File: src/rtl/pflag_pkg.sv
package pflag_pkg;
  localparam int XLEN = 32;
  localparam int HALF = XLEN / 2;

  localparam int B_CARRY = 0;
  localparam int B_OVF   = 1;
  localparam int B_ZERO  = 2;
  localparam int B_SIGN  = 3;
  localparam int B_ODD   = 4;
  localparam int B_IEN   = 16;
  localparam int B_USER  = 17;
  localparam int B_PAGE  = 18;

  localparam int NCOND = B_ODD + 1;

  localparam logic [XLEN-1:0] LO_MASK   = 32'h0000_001F;
  localparam logic [XLEN-1:0] HI_MASK   = 32'h0007_0000;
  localparam logic [XLEN-1:0] IMPL_MASK = LO_MASK | HI_MASK;

  typedef struct packed {
    logic odd;
    logic sign;
    logic zero;
    logic ovf;
    logic carry;
  } cond_t;
endpackage

File: src/rtl/pflag_cond.sv
module pflag_cond
  import pflag_pkg::*;
#(
  parameter int W = XLEN
) (
  input  logic [W-1:0] result_i,
  input  logic         carry_i,
  input  logic         ovf_i,
  output cond_t        cond_o
);
  always_comb begin
    cond_o.carry = carry_i;
    cond_o.ovf   = ovf_i;
    cond_o.zero  = (result_i == '0);
    cond_o.sign  = result_i[W-1];
    cond_o.odd   = ^result_i;
  end
endmodule

File: src/rtl/pflag_guard.sv
module pflag_guard (
  input  logic clk,
  input  logic rst_n,
  input  logic user_mode_i,
  input  logic sw_wr_i,
  input  logic sw_be_hi_i,
  input  logic ien_set_i,
  input  logic ien_clr_i,
  output logic sw_ok_o,
  output logic ien_ok_o,
  output logic fault_o
);
  logic bad_sw, bad_ien, bad;

  always_comb begin
    bad_sw   = user_mode_i && sw_wr_i && sw_be_hi_i;
    bad_ien  = user_mode_i && (ien_set_i || ien_clr_i);
    bad      = bad_sw || bad_ien;
    sw_ok_o  = sw_wr_i && !bad_sw;
    ien_ok_o = !user_mode_i;
  end

  always_ff @(posedge clk) begin
    if (!rst_n) fault_o <= 1'b0;
    else        fault_o <= bad;
  end

  p_fault_raise_r11: assert property (@(posedge clk) disable iff (!rst_n)
    bad |=> fault_o);
  p_fault_quiet_r11: assert property (@(posedge clk) disable iff (!rst_n)
    !bad |=> !fault_o);
endmodule

File: src/rtl/pflag_reg.sv
module pflag_reg
  import pflag_pkg::*;
(
  input  logic            clk,
  input  logic            rst_n,
  input  logic            alu_upd_i,
  input  logic [XLEN-1:0] alu_result_i,
  input  logic            alu_carry_i,
  input  logic            alu_ovf_i,
  input  logic            sw_wr_i,
  input  logic            sw_be_lo_i,
  input  logic            sw_be_hi_i,
  input  logic [XLEN-1:0] sw_wdata_i,
  input  logic            ien_set_i,
  input  logic            ien_clr_i,
  input  logic            restore_i,
  input  logic [XLEN-1:0] restore_data_i,
  output logic [XLEN-1:0] flags_o,
  output logic            prot_fault_o
);
  logic [XLEN-1:0] flags_q, flags_d;
  cond_t           cond;
  logic            sw_ok, ien_ok;

  pflag_cond #(.W(XLEN)) u_cond (
    .result_i (alu_result_i),
    .carry_i  (alu_carry_i),
    .ovf_i    (alu_ovf_i),
    .cond_o   (cond)
  );

  pflag_guard u_guard (
    .clk         (clk),
    .rst_n       (rst_n),
    .user_mode_i (flags_q[B_USER]),
    .sw_wr_i     (sw_wr_i),
    .sw_be_hi_i  (sw_be_hi_i),
    .ien_set_i   (ien_set_i),
    .ien_clr_i   (ien_clr_i),
    .sw_ok_o     (sw_ok),
    .ien_ok_o    (ien_ok),
    .fault_o     (prot_fault_o)
  );

  always_comb begin
    flags_d = flags_q;
    if (restore_i) begin
      flags_d = restore_data_i & IMPL_MASK;
    end else begin
      // condition half: software write, then ALU
      if (sw_ok && sw_be_lo_i)
        flags_d[HALF-1:0] = sw_wdata_i[HALF-1:0] & LO_MASK[HALF-1:0];
      else if (alu_upd_i)
        flags_d[NCOND-1:0] = cond;
      // control half: software write, then interrupt commands
      if (sw_ok && sw_be_hi_i)
        flags_d[XLEN-1:HALF] = sw_wdata_i[XLEN-1:HALF] & HI_MASK[XLEN-1:HALF];
      else if (ien_ok && ien_clr_i)
        flags_d[B_IEN] = 1'b0;
      else if (ien_ok && ien_set_i)
        flags_d[B_IEN] = 1'b1;
    end
  end

  always_ff @(posedge clk) begin
    if (!rst_n) flags_q <= '0;
    else        flags_q <= flags_d;
  end

  assign flags_o = flags_q;

  p_reserved_zero_r3: assert property (@(posedge clk) disable iff (!rst_n)
    (flags_o & ~IMPL_MASK) == '0);
  p_user_lock_r6: assert property (@(posedge clk) disable iff (!rst_n)
    (flags_o[B_USER] && !restore_i) |=> $stable(flags_o[XLEN-1:HALF]));
  p_restore_load_r9: assert property (@(posedge clk) disable iff (!rst_n)
    restore_i |=> flags_o == ($past(restore_data_i) & IMPL_MASK));
  p_alu_carry_r2: assert property (@(posedge clk) disable iff (!rst_n)
    (alu_upd_i && !restore_i && !(sw_wr_i && sw_be_lo_i))
      |=> flags_o[B_CARRY] == $past(alu_carry_i));
endmodule

File: config.mk
export PLATFORM = sky130hd
export DESIGN_NAME = pflag_reg
export DESIGN_NICKNAME = d
export VERILOG_FILES = /design/src/rtl/pflag_pkg.sv /design/src/rtl/pflag_cond.sv /design/src/rtl/pflag_guard.sv /design/src/rtl/pflag_reg.sv
export SDC_FILE = /design/constraint.sdc
export NUM_CORES = 1
export LEC_CHECK = 0
export ABC_AREA = 1
export BUFFER_PORTS_ARGS = -buffer_cell sky130_fd_sc_hd__buf_2
export CORE_MARGIN = 2
export CORE_UTILIZATION = 41
export CTS_BUF_LIST = sky130_fd_sc_hd__clkbuf_2 sky130_fd_sc_hd__clkbuf_4 sky130_fd_sc_hd__clkbuf_8
export DETAILED_ROUTE_END_ITERATION = 12
export PLACE_DENSITY = 0.95
export SKIP_LAST_GASP = 1
export SLEW_MARGIN = 10
export SYNTH_ARGS = -nofsm -noshare
export SYNTH_HDL_FRONTEND = slang
export SYNTH_SLANG_ARGS = --single-unit
export TNS_END_PERCENT = 30
File: constraint.sdc
create_clock -name clk -period 2.16 [get_ports clk]
set_input_delay 0 -clock clk [delete_from_list [all_inputs] [get_ports clk]]
set_output_delay 0 -clock clk [all_outputs]
set_load 0.01 [all_outputs]
# [After elaboration in Yosys (flattened, before gate mapping)]
# Index checks and enable logic that the tools add are counted.
[classes] n_mux=7 n_reduce_logical=17
[op_table] cell="$logic_not A32 Y1" count=1
[op_table] cell="$reduce_xor A32 Y1" count=1
[op_table] cell="$mux W19" count=1
[op_table] cell="$mux W5" count=2
[op_table] cell="$logic_and A1 B1 Y1" count=8
[op_table] cell="$reduce_bool A4 Y1" count=1
[op_table] cell="$mux W1" count=3
[op_table] cell="$reduce_bool A3 Y1" count=1
[op_table] cell="$logic_not A1 Y1" count=2
[op_table] cell="$logic_or A1 B1 Y1" count=2
[op_table] cell="$mux W2" count=1
[op_table] cell="$reduce_bool A2 Y1" count=1
[totals] out_inout_bits=33 regBits=9 in_bits=107 elab_cells=28

# [Logic depth before layout (Yosys ltp)]
[depth] ltp_word=7 ltp_mapped=15

# [Modules after synthesis]
# From an unflattened synthesis, not the netlist that was laid out.
[hier_totals] cells_unflattened=239 hier_area_um2=1431.4
[by_module_without_submodules] mod="pflag_cond" seq_area_each_um2=0.0 area_per_inst_um2=737.0 cells_per_inst=140 n_inst=1
[by_module_without_submodules] mod="pflag_reg" seq_area_each_um2=160.2 area_per_inst_um2=646.9 cells_per_inst=92 n_inst=1
[by_module_without_submodules] mod="pflag_guard" seq_area_each_um2=20.0 area_per_inst_um2=47.5 cells_per_inst=7 n_inst=1

# [Worst setup path before layout]
# No wires, ideal clock.
[synth_path] path_kind="input to register" startpoint="input alu_result_i[6]" endpoint="register flags_q[4] (netlist: flags_o[4])" setup_time_ps=114 cell_stages=14 arrival_ps=1015 path_buffers=0 required_ps=2046 slack_ps=1031 path_cell_list="inv_1 > ha_1 > nor2_1 > inv_1 > nand2_1 > nand2_1 > nand2_2 > nand2_1 > nand2_1 > nand2_1 > nand3_1 > nand2_1 > nand2_1 > a21oi_2"
[synth_via] elab_chain_len=4
[synth_rtl] element="start, declared" line="pflag_reg.sv:7" rtl="input logic [XLEN-1:0] alu_result_i,"
[synth_rtl] element="$reduce_xor A32 Y1" line="pflag_cond.sv:16" rtl="cond_o.odd = ^result_i;"
[synth_rtl] element="$mux W5" line="pflag_reg.sv:53" rtl="else if (alu_upd_i)"
[synth_rtl] element="$mux W5" line="pflag_reg.sv:51" rtl="if (sw_ok && sw_be_lo_i)"
[synth_rtl] element="$mux W19" line="pflag_reg.sv:47" rtl="if (restore_i) begin"
[synth_rtl] element="end signal, assigned" line="pflag_reg.sv:67" rtl="else flags_q <= flags_d;"
[synth_rtl] element="end, declared" line="pflag_reg.sv:21" rtl="logic [XLEN-1:0] flags_q, flags_d;"
# No other way between the ends. The select of a mux whose other input is x is not followed.
# A chain may end at the register's enable or synchronous reset.

# [Worst setup path after layout]
[layout_path] startpoint="register flags_q[17] (netlist: flags_o[17])" endpoint="register flags_q[4] (netlist: flags_o[4])"
[layout_via] elab_chain_len=7 word_cells_on_any_way=8
[layout_rtl] element="$logic_and A1 B1 Y1 (*) (2 in a row)" line="pflag_guard.sv:16" rtl="bad_sw = user_mode_i && sw_wr_i && sw_be_hi_i;"
[layout_rtl] element="$logic_not A1 Y1 (*)" line="pflag_guard.sv:19" rtl="sw_ok_o = sw_wr_i && !bad_sw;"
[layout_rtl] element="$logic_and A1 B1 Y1 (*)" line="pflag_guard.sv:19"
[layout_rtl] element="$logic_and A1 B1 Y1 (*)" line="pflag_reg.sv:51"
[layout_rtl] element="$mux W5" line="pflag_reg.sv:51"
[layout_rtl] element="$mux W19" line="pflag_reg.sv:47"
# Mark *: on every way between the ends. The rest lies on a longest branch, timed or not.

==> qor.yml <==
yosys:
  total_standard_cell_area_after_synthesis_sq_um: 1440
  avgSynthCellArea_sq_um: 5.82
  count_of_flip_flops_with_a_built_in_enable_after_synthesis: 0
  async_flop_share: 0
  most_numerous_cell_types_in_the_synthesized_netlist: "sky130_fd_sc_hd__nand2_1 (77), sky130_fd_sc_hd__inv_1 (55), sky130_fd_sc_hd__buf_4 (26)"
  synth_cells: 247
  yosys_warnings: 0
  netlist.area_leader.share: 0.201
  post-synth-top-count-cell: "sky130_fd_sc_hd__nand2_1"
  synth.lib_cells_used.distinct: 24
  synth.yosys.seq_area_share: 0.125
  synth.area.top_cells: "sky130_fd_sc_hd__nand2_1 (20%), sky130_fd_sc_hd__inv_1 (14%), sky130_fd_sc_hd__ha_1 (14%)"
  synth.ff_latch_count: 9
  ys_dominant_reg_cell: "sky130_fd_sc_hd__dfxtp_1"
  synth_top_area_cell: "sky130_fd_sc_hd__nand2_1"
global_routing:
  maximum_number_of_pins_on_one_net_before_global_route_repair: 11
  wire_length_of_the_first_global_routing_pass_microns: 5440
  grt_antenna_before_repair: 0
  groute.usage.overall: 0.165
  grt_remaining_overflow: 0
  first_global_vias: 1404
power:
  internal-power_uw: 415
  peak_vdd_ir_v: 0.000156
  seq_power_share: 0.272
  switching_power_uw: 281
  clkPwrFrac: 0.199
  power_uw: 696
  combPwrFrac: 0.529
  power-per-cell-area_nw_per_um2: 398
  netSwitchingFraction: 0.404
  power.leakage_nw: 1.19
floorplan:
  fp.dieArea_sq_um: 3990
  die_extent_in_y_microns: 63.2
  row_count: 21
  initial_core_util: 0.427
  boundaryPins: 140
  fp.coreArea_sq_um: 3360
  die-width_microns: 63.2
critical_path:
  worstPathRequired_ps: 2350
  startpoint_type: "flop"
  critical_path.max_fanout: 6
  worstSetupEndpointType: "flop"
  setup.worst_path.class: "reg -> reg"
  wp_data_arrival_ps: 1480
finish:
  num-fill-cells: 372
  final_core_util: 0.520
  insertedDiodeCount: 0
  regArea_sq_um: 180
  multi_input_area_sq_um: 930
  area_growth_syn_to_layout_pct: 21.9
  post_route_cells_drive_above_1_share: 0.273
  nNetsFinal: 439
clock_tree:
  worst_setup_hold_path_clk_slew_ps: 60
  cts_root_buffer: "sky130_fd_sc_hd__clkbuf_4"
  cts_tree: "done"
  tritoncts.num_buffers: 3
  cts.sink_count: 9
  clock_insertion_delay_worst_skew_ps: 250
  number_of_buffers_added_to_fix_hold_violations_after_cts: 0
  ctsHtreeMaxLevel: 1
  cts_max_path_buffers: 2
  postCtsResizedCells: 0
  cts_post_setup_buffers_inserted: 0
route:
  drt-pass1-iter-count: 4
  post_drt_wl_per_cell_microns: 8.66
  detail_route.iter0.violations: 42
  routed_wl_microns: 3130
  postRouteAntennaNets: 0
  vias: 1548
  via_per_inst: 4.29
  drc_violation_count_after_routing: 0
timing:
  setup_viol: 0
  achievable-frequency_ghz: 0.780
  finalHoldViolations: 0
  worst_slack_ps: 878
  grt_setup_unrepaired: "no"
  finalClockSkew_ps: 3.43
  final_period_demand_of_the_worst_path_ps: 1280
  setup_tns_ps: 0
  ratio_of_final_minimum_period_to_clock_period: 0.594
  timing.final.max_slew_violations: 0
placement:
  port-buffer-count: 67
  gp_congestion: 0.841
  dp.final_hpwl_microns: 2770
  post-place-ws_ps: 824
min_path:
  hold_class: "in -> reg"
run:
  maxCapViolations: 0
outcome:
  run_status: "complete, no violations"
## registers in the layout, summed over array words and instances (netlist names)
register,cells
flags_o,8
u_guard.fault_o,1
## logic make-up (layout without fill, tap and decap cells)
group | after synthesis | after routing | share of synthesized area
xor+xnor | 1 | 1 | 0.00610
simple gates | 114 | 114 | 0.348
other cells | 1 | 24 | 0.00261
compound gates | 22 | 22 | 0.0915
buf+inv | 84 | 129 | 0.287
fa+ha+maj | 16 | 16 | 0.139
flops | 9 | 9 | 0.125
## through the flow
stage / hold slack (ps) / instance area, sq um / cells
after floorplan: 138 / 1520 / 270
after global placement: 264 / 1720 / 357
after detailed placement: 275 / 1720 / 357
after CTS: 6.41 / 1750 / 361
after global routing: 7.47 / 1750 / 361
final: 16.0 / 1750 / 361
## placed cells by master (no fill, tap or decap)
cell type                  Yosys  layout
sky130_fd_sc_hd__nand2_1      77      77
sky130_fd_sc_hd__buf_2         0      67
sky130_fd_sc_hd__inv_1        55      55
sky130_fd_sc_hd__conb_1        1      24
sky130_fd_sc_hd__ha_1         16      16
sky130_fd_sc_hd__nor2_1       14      14
sky130_fd_sc_hd__dfxtp_1       9       9
sky130_fd_sc_hd__a21oi_1       7       7
sky130_fd_sc_hd__nand2_2       6       6
sky130_fd_sc_hd__o21ai_0       6       6
sky130_fd_sc_hd__nand3_1       5       5
sky130_fd_sc_hd__nand4_1       4       4
sky130_fd_sc_hd__clkbuf_4      0       4
sky130_fd_sc_hd__inv_2         3       3
sky130_fd_sc_hd__o211ai_1      3       3
sky130_fd_sc_hd__a31oi_1       3       3
sky130_fd_sc_hd__nor4_1        2       2
sky130_fd_sc_hd__nor2_4        2       2
sky130_fd_sc_hd__or2_2         2       2
sky130_fd_sc_hd__nand3_4       1       1
sky130_fd_sc_hd__a41oi_1       1       1
sky130_fd_sc_hd__a211oi_1      1       1
sky130_fd_sc_hd__xnor2_1       1       1
sky130_fd_sc_hd__a21oi_2       1       1
sky130_fd_sc_hd__nor3_1        1       1
## worst max-delay path, stage by stage (launching register included)
cell and delay [ps]:
sky130_fd_sc_hd__dfxtp_1 430, sky130_fd_sc_hd__nand2_2 90, sky130_fd_sc_hd__nand3_4 100, sky130_fd_sc_hd__inv_2 80, sky130_fd_sc_hd__nor2_4 90, sky130_fd_sc_hd__nand2_2 90, sky130_fd_sc_hd__inv_2 130, sky130_fd_sc_hd__nand2_1 80
sky130_fd_sc_hd__a21oi_2 130
## path summary, 6_finish.rpt
check	start	end	slack, ps	depth (start not counted)
max	flags_o[17]$_SDFFE_PN0P_	flags_o[4]$_SDFFE_PN0P_	880	8
min	sw_wdata_i[17]	flags_o[17]$_SDFFE_PN0P_	20	3
max reg2reg	flags_o[17]$_SDFFE_PN0P_	flags_o[4]$_SDFFE_PN0P_	880	8
min reg2reg	flags_o[4]$_SDFFE_PN0P_	flags_o[4]$_SDFFE_PN0P_	490	2
## power groups by stage
stage | clock (mW) | sequential [mW] | combinational [mW]
final | 0.139 | 0.189 | 0.368
after global routing | 0.153 | 0.191 | 0.433
after CTS | 0.144 | 0.189 | 0.371
after detailed placement | 0 | 0.193 | 0.369
after global placement | 0 | 0.191 | 0.355
after floorplan | 0 | 0.197 | 0.289
## layout make-up
cell class,count,share of cell area
multi-input cells,177,0.531
repair buffers,67,0.192
inverters,58,0.124
flip-flops and latches,9,0.103
well taps,46,0.0329
clock buffers,4,0.0172
## layer usage
| layer | vias up | GRT usage | share of wire |
|---|---|---|---|
| li1 | 838 | - | - |
| met1 | 655 | 0.189 | 0.43 |
| met2 | 51 | 0.313 | 0.51 |
| met3 | 4 | 0.0250 | 0.054 |
| met4 | 0 | 0.0462 | 0.013 |
| met5 | - | 0 | 0 |
No activity file was read; power rests on OpenSTA's default activity.
